==> config.mk <==
export PLATFORM = sky130hd
export DESIGN_NAME = flash_status_responder
export DESIGN_NICKNAME = d
export VERILOG_FILES = /design/src/rtl/flash_stat_pkg.sv /design/src/rtl/op_sequencer.sv /design/src/rtl/toggle_pair.sv /design/src/rtl/status_composer.sv /design/src/rtl/flash_status_responder.sv
export SDC_FILE = /design/constraint.sdc
export NUM_CORES = 1
export LEC_CHECK = 0
export CAP_MARGIN = 10
export CORE_MARGIN = 5
export CORE_UTILIZATION = 30
export CTS_CLUSTER_SIZE = 16
export DETAILED_ROUTE_END_ITERATION = 6
export DONT_BUFFER_PORTS = 1
export SLEW_MARGIN = 20
export SYNTH_ARGS = -nofsm -noshare
export SYNTH_HDL_FRONTEND = slang
export SYNTH_SLANG_ARGS = --single-unit
==> constraint.sdc <==
create_clock -name clk -period 3.3 [get_ports clk]
set_clock_uncertainty 0.1 [all_clocks]
set_input_delay 0.66 -clock clk [delete_from_list [all_inputs] [get_ports clk]]
set_output_delay 0.66 -clock clk [all_outputs]
set_load 0.01 [all_outputs]
==> src/rtl/flash_stat_pkg.sv <==
package flash_stat_pkg;
  localparam int BYTE_W = 8;

  typedef enum logic [2:0] {
    ST_IDLE,
    ST_PROG,
    ST_PROG_PROT,
    ST_PROG_FAIL,
    ST_ER_WAIT,
    ST_ER_RUN,
    ST_ER_PROT,
    ST_ER_SUSP
  } op_state_t;

  localparam logic [1:0] K_NONE = 2'b00;
  localparam logic [1:0] K_PROG = 2'b01;
  localparam logic [1:0] K_SECT = 2'b10;
  localparam logic [1:0] K_CHIP = 2'b11;
endpackage

==> src/rtl/op_sequencer.sv <==
module op_sequencer
  import flash_stat_pkg::*;
#(
  parameter int SECT_W         = 2,
  parameter int PROG_CYC       = 1000,
  parameter int PROG_PROT_CYC  = 125,
  parameter int ERASE_WAIT_CYC = 6250,
  parameter int ERASE_CYC      = 50000,
  parameter int ERASE_PROT_CYC = 12500,
  parameter int LIMIT_CYC      = 200000,
  localparam int NSECT = 1 << SECT_W
) (
  input  logic              clk,
  input  logic              rst_n,
  input  logic              cmd_fire,
  input  logic [1:0]        cmd_kind,
  input  logic [SECT_W-1:0] cmd_sect,
  input  logic [BYTE_W-1:0] cmd_data,
  input  logic [BYTE_W-1:0] cmd_cur,
  input  logic [NSECT-1:0]  cmd_sel,
  input  logic [NSECT-1:0]  prot_mask,
  input  logic              susp_req,
  input  logic              resume_req,
  input  logic              abort_req,
  output op_state_t         state,
  output logic              wbit7,
  output logic [NSECT-1:0]  erase_set
);
  localparam int M1 = (PROG_CYC > PROG_PROT_CYC) ? PROG_CYC : PROG_PROT_CYC;
  localparam int M2 = (ERASE_WAIT_CYC > ERASE_CYC) ? ERASE_WAIT_CYC : ERASE_CYC;
  localparam int M3 = (ERASE_PROT_CYC > LIMIT_CYC) ? ERASE_PROT_CYC : LIMIT_CYC;
  localparam int M12 = (M1 > M2) ? M1 : M2;
  localparam int MAXC = (M12 > M3) ? M12 : M3;
  localparam int CNT_W = $clog2(MAXC + 1);

  logic [CNT_W-1:0] cnt;
  logic             bad_q;
  logic [NSECT-1:0] sect_set;

  assign sect_set = cmd_sel & ~prot_mask;

  always_ff @(posedge clk or negedge rst_n) begin
    if (!rst_n) begin
      state     <= ST_IDLE;
      cnt       <= '0;
      bad_q     <= 1'b0;
      wbit7     <= 1'b0;
      erase_set <= '0;
    end else if (state != ST_IDLE && abort_req) begin
      state     <= ST_IDLE;
      cnt       <= '0;
      erase_set <= '0;
    end else begin
      case (state)
        ST_IDLE: begin
          cnt <= '0;
          if (cmd_fire) begin
            case (cmd_kind)
              K_PROG: begin
                wbit7 <= cmd_data[BYTE_W-1];
                bad_q <= |(cmd_data & ~cmd_cur);
                state <= prot_mask[cmd_sect] ? ST_PROG_PROT : ST_PROG;
              end
              K_SECT: begin
                erase_set <= sect_set;
                state     <= (sect_set == '0) ? ST_ER_PROT : ST_ER_WAIT;
              end
              K_CHIP: begin
                erase_set <= ~prot_mask;
                state     <= (~prot_mask == '0) ? ST_ER_PROT : ST_ER_RUN;
              end
              default: state <= ST_IDLE;
            endcase
          end
        end
        ST_PROG: begin
          if (!bad_q && cnt == CNT_W'(PROG_CYC - 1)) begin
            state <= ST_IDLE;
            cnt   <= '0;
          end else if (cnt == CNT_W'(LIMIT_CYC - 1)) begin
            state <= ST_PROG_FAIL;
          end else begin
            cnt <= cnt + 1'b1;
          end
        end
        ST_PROG_PROT: begin
          if (cnt == CNT_W'(PROG_PROT_CYC - 1)) begin
            state <= ST_IDLE;
            cnt   <= '0;
          end else begin
            cnt <= cnt + 1'b1;
          end
        end
        ST_PROG_FAIL: state <= ST_PROG_FAIL;
        ST_ER_WAIT: begin
          if (cnt == CNT_W'(ERASE_WAIT_CYC - 1)) begin
            state <= ST_ER_RUN;
            cnt   <= '0;
          end else begin
            cnt <= cnt + 1'b1;
          end
        end
        ST_ER_RUN: begin
          if (susp_req) begin
            state <= ST_ER_SUSP;
          end else if (cnt == CNT_W'(ERASE_CYC - 1)) begin
            state     <= ST_IDLE;
            cnt       <= '0;
            erase_set <= '0;
          end else begin
            cnt <= cnt + 1'b1;
          end
        end
        ST_ER_PROT: begin
          if (cnt == CNT_W'(ERASE_PROT_CYC - 1)) begin
            state <= ST_IDLE;
            cnt   <= '0;
          end else begin
            cnt <= cnt + 1'b1;
          end
        end
        ST_ER_SUSP: if (resume_req) state <= ST_ER_RUN;
        default: state <= ST_IDLE;
      endcase
    end
  end

  assert_fail_needs_bad_R9: assert property (@(posedge clk) disable iff (!rst_n)
    (state == ST_PROG_FAIL) |-> bad_q);

  assert_susp_only_running_R10: assert property (@(posedge clk) disable iff (!rst_n)
    (state != ST_ER_RUN && state != ST_ER_SUSP) |=> (state != ST_ER_SUSP));

  assert_erase_set_live_R8: assert property (@(posedge clk) disable iff (!rst_n)
    (state == ST_ER_WAIT || state == ST_ER_RUN || state == ST_ER_SUSP) |-> (erase_set != '0));

  assert_susp_holds_count_R11: assert property (@(posedge clk) disable iff (!rst_n)
    (state == ST_ER_SUSP && !abort_req) |=> $stable(cnt));

  assert_abort_idle_R12: assert property (@(posedge clk) disable iff (!rst_n)
    abort_req |=> (state == ST_IDLE));
endmodule

==> src/rtl/toggle_pair.sv <==
module toggle_pair (
  input  logic clk,
  input  logic rst_n,
  input  logic rd_fire,
  input  logic t1_en,
  input  logic t2_en,
  output logic t1,
  output logic t2
);
  always_ff @(posedge clk or negedge rst_n) begin
    if (!rst_n) begin
      t1 <= 1'b0;
      t2 <= 1'b0;
    end else begin
      if (rd_fire && t1_en) t1 <= ~t1;
      if (rd_fire && t2_en) t2 <= ~t2;
    end
  end

  assert_t1_frozen_R4: assert property (@(posedge clk) disable iff (!rst_n)
    !(rd_fire && t1_en) |=> $stable(t1));

  assert_t2_frozen_R6: assert property (@(posedge clk) disable iff (!rst_n)
    !(rd_fire && t2_en) |=> $stable(t2));
endmodule

==> src/rtl/status_composer.sv <==
module status_composer
  import flash_stat_pkg::*;
(
  input  logic              clk,
  input  logic              rst_n,
  input  logic              rd_en,
  input  op_state_t         state,
  input  logic              wbit7,
  input  logic              in_set,
  input  logic              t1,
  input  logic              t2,
  input  logic [BYTE_W-1:0] arr_rdata,
  output logic              rd_valid,
  output logic [BYTE_W-1:0] rd_data
);
  logic [BYTE_W-1:0] byte_d;
  logic              b2;

  assign b2 = in_set & t2;

  always_comb begin
    case (state)
      ST_IDLE:      byte_d = arr_rdata;
      ST_PROG,
      ST_PROG_PROT: byte_d = {~wbit7, t1, 1'b0, 5'b00000};
      ST_PROG_FAIL: byte_d = {~wbit7, t1, 1'b1, 5'b00000};
      ST_ER_WAIT:   byte_d = {1'b0, t1, 1'b0, 1'b0, 1'b0, b2, 2'b00};
      ST_ER_RUN:    byte_d = {1'b0, t1, 1'b0, 1'b0, 1'b1, b2, 2'b00};
      ST_ER_PROT:   byte_d = {1'b0, t1, 6'b000000};
      ST_ER_SUSP:   byte_d = in_set ? {1'b1, t1, 1'b0, 1'b0, 1'b0, t2, 2'b00} : arr_rdata;
      default:      byte_d = arr_rdata;
    endcase
  end

  always_ff @(posedge clk or negedge rst_n) begin
    if (!rst_n) begin
      rd_valid <= 1'b0;
      rd_data  <= '0;
    end else begin
      rd_valid <= rd_en;
      if (rd_en) rd_data <= byte_d;
    end
  end

  assert_valid_pulse_R1: assert property (@(posedge clk) disable iff (!rst_n)
    rd_valid |-> $past(rd_en));
endmodule

==> src/rtl/flash_status_responder.sv <==
module flash_status_responder
  import flash_stat_pkg::*;
#(
  parameter int ADDR_W         = 8,
  parameter int SECT_W         = 2,
  parameter int PROG_CYC       = 1000,
  parameter int PROG_PROT_CYC  = 125,
  parameter int ERASE_WAIT_CYC = 6250,
  parameter int ERASE_CYC      = 50000,
  parameter int ERASE_PROT_CYC = 12500,
  parameter int LIMIT_CYC      = 200000,
  localparam int NSECT = 1 << SECT_W
) (
  input  logic              clk,
  input  logic              rst_n,
  input  logic              cmd_valid,
  output logic              cmd_ready,
  input  logic [1:0]        cmd_kind,
  input  logic [SECT_W-1:0] cmd_sect,
  input  logic [7:0]        cmd_data,
  input  logic [7:0]        cmd_cur,
  input  logic [NSECT-1:0]  cmd_sel,
  input  logic [NSECT-1:0]  prot_mask,
  input  logic              susp_req,
  input  logic              resume_req,
  input  logic              abort_req,
  input  logic              rd_en,
  input  logic [ADDR_W-1:0] rd_addr,
  input  logic [7:0]        arr_rdata,
  output logic              rd_valid,
  output logic [7:0]        rd_data,
  output logic              rdy_busy
);
  op_state_t        state;
  logic             wbit7;
  logic [NSECT-1:0] erase_set;
  logic [SECT_W-1:0] rd_sect;
  logic             in_set, t1, t2, t1_en, t2_en, erasing;
  logic             unused_low_addr;

  assign rd_sect         = rd_addr[ADDR_W-1 -: SECT_W];
  assign unused_low_addr = ^rd_addr[ADDR_W-SECT_W-1:0];
  assign in_set          = erase_set[rd_sect];
  assign cmd_ready       = (state == ST_IDLE);
  assign rdy_busy        = (state == ST_IDLE) || (state == ST_ER_SUSP);
  assign erasing         = (state == ST_ER_WAIT) || (state == ST_ER_RUN);
  assign t1_en           = !rdy_busy;
  assign t2_en           = in_set && (erasing || state == ST_ER_SUSP);

  op_sequencer #(
    .SECT_W(SECT_W), .PROG_CYC(PROG_CYC), .PROG_PROT_CYC(PROG_PROT_CYC),
    .ERASE_WAIT_CYC(ERASE_WAIT_CYC), .ERASE_CYC(ERASE_CYC),
    .ERASE_PROT_CYC(ERASE_PROT_CYC), .LIMIT_CYC(LIMIT_CYC)
  ) u_seq (
    .clk(clk), .rst_n(rst_n), .cmd_fire(cmd_valid && cmd_ready),
    .cmd_kind(cmd_kind), .cmd_sect(cmd_sect), .cmd_data(cmd_data),
    .cmd_cur(cmd_cur), .cmd_sel(cmd_sel), .prot_mask(prot_mask),
    .susp_req(susp_req), .resume_req(resume_req), .abort_req(abort_req),
    .state(state), .wbit7(wbit7), .erase_set(erase_set)
  );

  toggle_pair u_tog (
    .clk(clk), .rst_n(rst_n), .rd_fire(rd_en),
    .t1_en(t1_en), .t2_en(t2_en), .t1(t1), .t2(t2)
  );

  status_composer u_comp (
    .clk(clk), .rst_n(rst_n), .rd_en(rd_en), .state(state), .wbit7(wbit7),
    .in_set(in_set), .t1(t1), .t2(t2), .arr_rdata(arr_rdata),
    .rd_valid(rd_valid), .rd_data(rd_data)
  );

  assert_busy_blocks_cmd_R2: assert property (@(posedge clk) disable iff (!rst_n)
    !rdy_busy |-> !cmd_ready);

  assert_accept_goes_busy_R2: assert property (@(posedge clk) disable iff (!rst_n)
    (cmd_valid && cmd_ready && cmd_kind != K_NONE && !abort_req) |=> !rdy_busy);
endmodule

---- Word level (Yosys, flattened, before mapping) ----
Cells that the tools add are included.
storage, ports and cells
  flip-flop bits (word level) ............. 38
  latch bits .............................. 0
  memory bits (writable) .................. 0
  memory bits (read-only) ................. 0
  input bits .............................. 51
  output and inout bits ................... 11
  word-level logic and storage cells ...... 107
  memories ................................ 0
operators by class
  add/sub/neg operators ................... 1
  $mul .................................... 0
  divide/modulo/power cells ............... 0
  magnitude comparators ................... 2
  equal/unequal tests ..................... 27
  shift operators ......................... 0
  mux-type cells .......................... 36
  bitwise operators ....................... 9
  reduce and logical (&&, ||, !) cells .... 23
operators by type and width
  kind                                                                number
  18-bit two-way mux                                                  8
  18-bit case mux with 6 select lines                                 1
  8-bit case mux with 7 select lines                                  1
  3-bit two-way mux                                                   10
  3-bit case mux with 8 select lines                                  1
  18-bit by 1-bit adder with 18-bit output (second input constant)    1
  18-bit by 10-bit == test with 1-bit output (second input constant)  1
  18-bit by 13-bit == test with 1-bit output (second input constant)  1
  18-bit by 14-bit == test with 1-bit output (second input constant)  1
  18-bit by 16-bit == test with 1-bit output (second input constant)  1
  18-bit == test (second input constant)                              1
  18-bit by 7-bit == test with 1-bit output (second input constant)   1
  4-bit two-way mux                                                   4
  4-bit case mux with 2 select lines                                  2
  3-bit == test (second input constant)                               4
  3-bit by 1-bit != test with 1-bit output (second input constant)    3
  3-bit case mux with 3 select lines                                  1
  8-bit AND                                                           1
  4-bit logical NOT                                                   2
  8-bit two-way mux                                                   1
  4-bit != test (second input constant)                               2
  8-bit NOT                                                           1
  8-bit OR reduction                                                  1
  7-bit AND reduction                                                 1
  26 further kinds                                                    47

---- Longest topological paths before layout ----
  word-level depth ........................ 8
  mapped depth ............................ 9
  depth with buffers taken out ............ 8

---- Hierarchy ----
From an unflattened synthesis, not the netlist that was laid out.
second synthesis, totals
  cells, all modules ...................... 305
  area, all modules ....................... 2,576.2 sq um
modules (own cells, without submodules)
  module                  times used  cells an instance  area each (sq um)  sequential area each (sq um)
  op_sequencer            1           242                1,953.1            675.6
  status_composer         1           49                 484.2              225.2
  toggle_pair             1           6                  75.1               50.0
  flash_status_responder  1           8                  63.8               0.0

---- Worst setup path after synthesis ----
No wires, ideal clock.
  kind .................................... flip-flop to flip-flop
  start ................................... reg u_seq.cnt[16]
  end ..................................... reg u_seq.cnt[3]
  setup time .............................. 0.140 ns
  arrival time ............................ 2.444 ns
  required time ........................... 3.060 ns
  path slack .............................. 0.616 ns
  stages on the path, launching flop included .. 8
  buffers on the path ..................... 1
  clock period less this slack ............ 2.684 ns
  cell sequence ........................... dfrtp_1 > or4_4 > or4_1 > or3_4 > a31o_4 > o21bai_4 > buf_6 > o221ai_1
on the way
  longest elaborated chain between the ends .. 5
  elaborated cells on any way between the ends .. 17
  classes of those cells .................. 7 x eq/ne; 8 x mux; 2 x reduce/logical
RTL lines
  element                                                                                                          line                                     source
  start, declared                                                                                                  op_sequencer.sv:36                       logic [CNT_W-1:0] cnt;
  start signal, assigned                                                                                           op_sequencer.sv:83                       cnt <= cnt + 1'b1;
  start signal, assigned                                                                                           op_sequencer.sv:91                       cnt <= cnt + 1'b1;
  start signal, assigned                                                                                           op_sequencer.sv:100                      cnt <= cnt + 1'b1;
  18-bit by 16-bit == test with 1-bit output / 18-bit by 10-bit == test with 1-bit output (equally long branches)  op_sequencer.sv:106, op_sequencer.sv:77
  18-bit two-way mux / 1-bit logical AND (equally long branches)                                                   op_sequencer.sv:106, op_sequencer.sv:77
  18-bit two-way mux, on equally long branches                                                                     op_sequencer.sv:104, op_sequencer.sv:77
  18-bit case mux with 6 select lines                                                                              op_sequencer.sv:54                       case (state)
  18-bit two-way mux                                                                                               op_sequencer.sv:49                       end else if (state != ST_IDLE && abort_req) begin
Parallel ways exist; a longest one is shown, timed or not. The select of a mux whose other input is x is not followed.
A chain may end at the register's enable or synchronous reset.

---- Worst setup path in the final report ----
  start ................................... reg u_seq.cnt[15]
  end ..................................... reg u_seq.state[2]
on the way
  longest elaborated chain between the ends .. 5
  elaborated cells on any way between the ends .. 16
  classes of those cells .................. 11 x eq/ne; 3 x mux; 2 x reduce/logical
RTL lines
  element                                     line                source
  18-bit by 10-bit == test with 1-bit output  op_sequencer.sv:77  if (!bad_q && cnt == CNT_W'(PROG_CYC - 1)) begin
  1-bit logical AND                           op_sequencer.sv:77
  3-bit two-way mux                           op_sequencer.sv:77
  3-bit case mux with 8 select lines          op_sequencer.sv:54
  3-bit two-way mux                           op_sequencer.sv:49
  end signal, assigned                        op_sequencer.sv:62  state <= prot_mask[cmd_sect] ? ST_PROG_PROT : ST_PROG;
  end signal, assigned                        op_sequencer.sv:66  state <= (sect_set == '0) ? ST_ER_PROT : ST_ER_WAIT;
  end signal, assigned                        op_sequencer.sv:70  state <= (~prot_mask == '0) ? ST_ER_PROT : ST_ER_RUN;
  end, declared                               op_sequencer.sv:25  output op_state_t state,
Parallel ways exist; a longest one is shown, timed or not.

==> flow_metrics.py <==
metrics = {
    "drt": {
        "first_pass_iters": 4,
        "routed_wl_mm": 7.33,
        "drtIter0Drc": 255,
        "avgRoutedWirePerCell_um": 16.0,
        "ant_nets": 0,
        "vias": 2581,
        "met1_length_mm": 3.36,
        "drc": 0,
        "vias_per_cell": 5.62,
        "top_layer": "met4",
        "route.met2.wl_mm": 3.44,
        "met3_length_um": 422,
    },
    "setup_path": {
        "critPathKind": "reg2reg",
        "crit_arrival_ns": 3.12,
        "crit_path_end_kind": "register",
        "r2r-end": "u_seq.state[2]",
        "rr_worst_depth": 6,
        "worstPathMaxFanout": 10,
        "start_kind": "register",
        "reg2reg_slack_ns": 0.31,
        "reg2reg_from": "u_seq.cnt[15]",
        "required_ns": 3.42,
    },
    "global_route": {
        "grt_usage_pct": 12.9,
        "grt_pass1_vias": 2400,
        "antenna_found_initial": 0,
        "grt_max_degree": 39,
        "grt_pass1_wl_mm": 12.2,
        "overflow": 0,
    },
    "floorplan": {
        "initial_core_util_pct": 31.0,
        "core_area_mm2": 0.00928,
        "row_count": 35,
        "io_pins": 62,
        "die_w_um": 108,
        "dieArea_mm2": 0.0116,
        "die_h_um": 108,
    },
    "logic_synthesis": {
        "synth_edf_count": 0,
        "synthFlopType": "dfrtp_1",
        "synth_cells": 342,
        "synth_area_mm2": 0.00288,
        "syn_avg_cell_area_um2": 8.41,
        "synthesis.nets": 397,
        "ys_warn_count": 0,
        "async_flop_share_pct": 100,
        "synth_cell_types": 67,
        "synth_seq_area_share_pct": 33.1,
        "ys_seq_elements": 38,
    },
    "pwr": {
        "p_leak_nw": 1.18,
        "ir_drop_mv": 0.198,
        "p_int_mw": 1.15,
        "switching_power_uw": 817,
        "pwr-share-seq_pct": 37.2,
        "combPwrFrac_pct": 37.6,
        "switching_share_pct": 41.6,
        "clkPwrFrac_pct": 25.1,
        "power.total_mw": 1.97,
        "pwr_density_cell_mw_per_mm2": 649,
    },
    "finish": {
        "antenna_cells": 0,
        "utilization_pct": 32.6,
        "fin_nets": 384,
        "layout_commonest_cell": "nand2_1",
        "syn_to_final_growth_pct": 5.26,
        "drive_gt1_share_pct": 10.3,
        "final_cell_mix": "39 x nand2_1, 38 x dfrtp_1, 23 x inv_1",
        "fin_area_mm2": 0.00303,
    },
    "sta": {
        "fin_tns_setup_ns": 0,
        "worst_slew_margin_rel_pct": 59.0,
        "maxSlewViolCount": 0,
        "fin_crit_ns": 2.99,
        "fmax_ghz": 0.334,
        "hold_ws_ns": 0.0860,
        "worstMarginPinSlew_ns": 0.611,
        "rsz0062_at_grt": "no",
        "finalHoldViolations": 0,
        "setup_violations": 0,
        "finalCritPeriodShare_pct": 90.7,
    },
    "clock_network": {
        "root_buffer": "clkbuf_8",
        "cts_buffer_depth": 2,
        "clk_pin_slew_ns": 0.08,
        "cts_resized": 0,
        "cts_setup_buffers": 0,
        "clock-sinks": 38,
        "tritoncts": "yes",
        "cts_inserted_buffers": 5,
        "cts_max_level": 2,
        "clk_latency_ns": 0.30,
    },
    "hold_path": {
        "hold_class": "in2async",
    },
    "place": {
        "gp_congestion": 0.931,
        "io_buffers": 0,
        "place_hpwl_mm": 5.43,
        "dpl-instance-area_mm2": 0.00287,
    },
    "flow_run": {
        "max-cap-violations": 0,
    },
    "outcome": {
        "status": "complete, no violations",
    },
}
## sequential cells by signal (all words and copies together) (netlist names)
name,count
u_seq.erase_set,4
u_comp.rd_valid,1
u_seq.state,3
u_seq.bad_q,1
u_tog.t1,1
u_comp.rd_data,8
u_tog.t2,1
u_seq.wbit7,1
u_seq.cnt,18
## power groups by stage
stage | combinational (mW) | sequential [mW] | clock (mW)
finish | 0.740 | 0.732 | 0.494
floorplan | 0.664 | 0.663 | 0
global route | 0.822 | 0.751 | 0.518
global placement | 0.726 | 0.737 | 0
detailed placement | 0.727 | 0.739 | 0
CTS | 0.742 | 0.729 | 0.502
## worst max-delay path, stage by stage (launching register included)
cell and delay (ns):
dfrtp_1 0.48, nor4_1 0.56, nand2_1 0.23, or4b_2 0.66, a211oi_1 0.53, o31ai_1 0.17
a2bb2oi_1 0.19
## layer usage
| metal | track usage (%) | vias up |
|---|---|---|
| li1 | - | 1252 |
| met1 | 17.6 | 1228 |
| met2 | 20.5 | 95 |
| met3 | 2.46 | 6 |
| met4 | 4.42 | 0 |
| met5 | 0 | - |
## Yosys cell counts (all sizes together), types with 7 or more instances
cell | instances | share of area [%]
nand2 | 39 | 5.1
dfrtp | 38 | 33
inv | 23 | 3.0
nand3 | 22 | 3.8
o21ai | 22 | 3.8
a21oi | 20 | 3.5
clkbuf | 20 | 3.7
nor2 | 20 | 2.6
nand4 | 7 | 1.5
o211ai | 7 | 1.8
o41ai | 7 | 2.1
## per-stage QoR
stage          instances  setup slack, ns
2_1_floorplan        342            0.616
3_3_place_gp         450            0.369
3_5_place_dp         450            0.335
4_1_cts              459            0.327
5_1_grt              459            0.162
6_report             459            0.306
## worst max-delay path by stage
stage	cells after the start	slack, ns	from	endpoint
2_1_floorplan	7	0.62	u_seq.cnt[16]	u_seq.cnt[3]
3_3_place_gp	6	0.37	u_seq.cnt[11]	u_seq.cnt[6]
3_5_place_dp	6	0.34	u_seq.cnt[16]	u_seq.cnt[4]
4_1_cts	6	0.33	u_seq.cnt[11]	u_seq.cnt[4]
5_1_grt	6	0.16	u_seq.cnt[15]	u_seq.state[2]
6_report	6	0.31	u_seq.cnt[15]	u_seq.state[2]
## final cells by class
class	count	area, um2
well taps	129	161
flip-flops and latches	38	951
fillers	994	6260
clock inverters	3	68.8
clock buffers	5	68.8
multi-input cells	255	1630
inverters	23	86.3
repair buffers	6	57.6
## cells by family after synthesis
kind of cell	share of synthesized area (%)
adder cells (fa/ha/maj)	1.74
buffers and inverters	10.3
multiplexers	2.65
AND/OR/NAND/NOR	26.0
AO/OA/AOI/OAI	25.6
flip-flops	33.1
XOR/XNOR	0.609
## timing repair
action / 4_1_cts / 5_1_grt
endpoints found under the setup margin: 0 / 0
hold endpoints to repair: 38 / 0
hold buffers: 1 / 0
(Power assumes the default switching activity.)
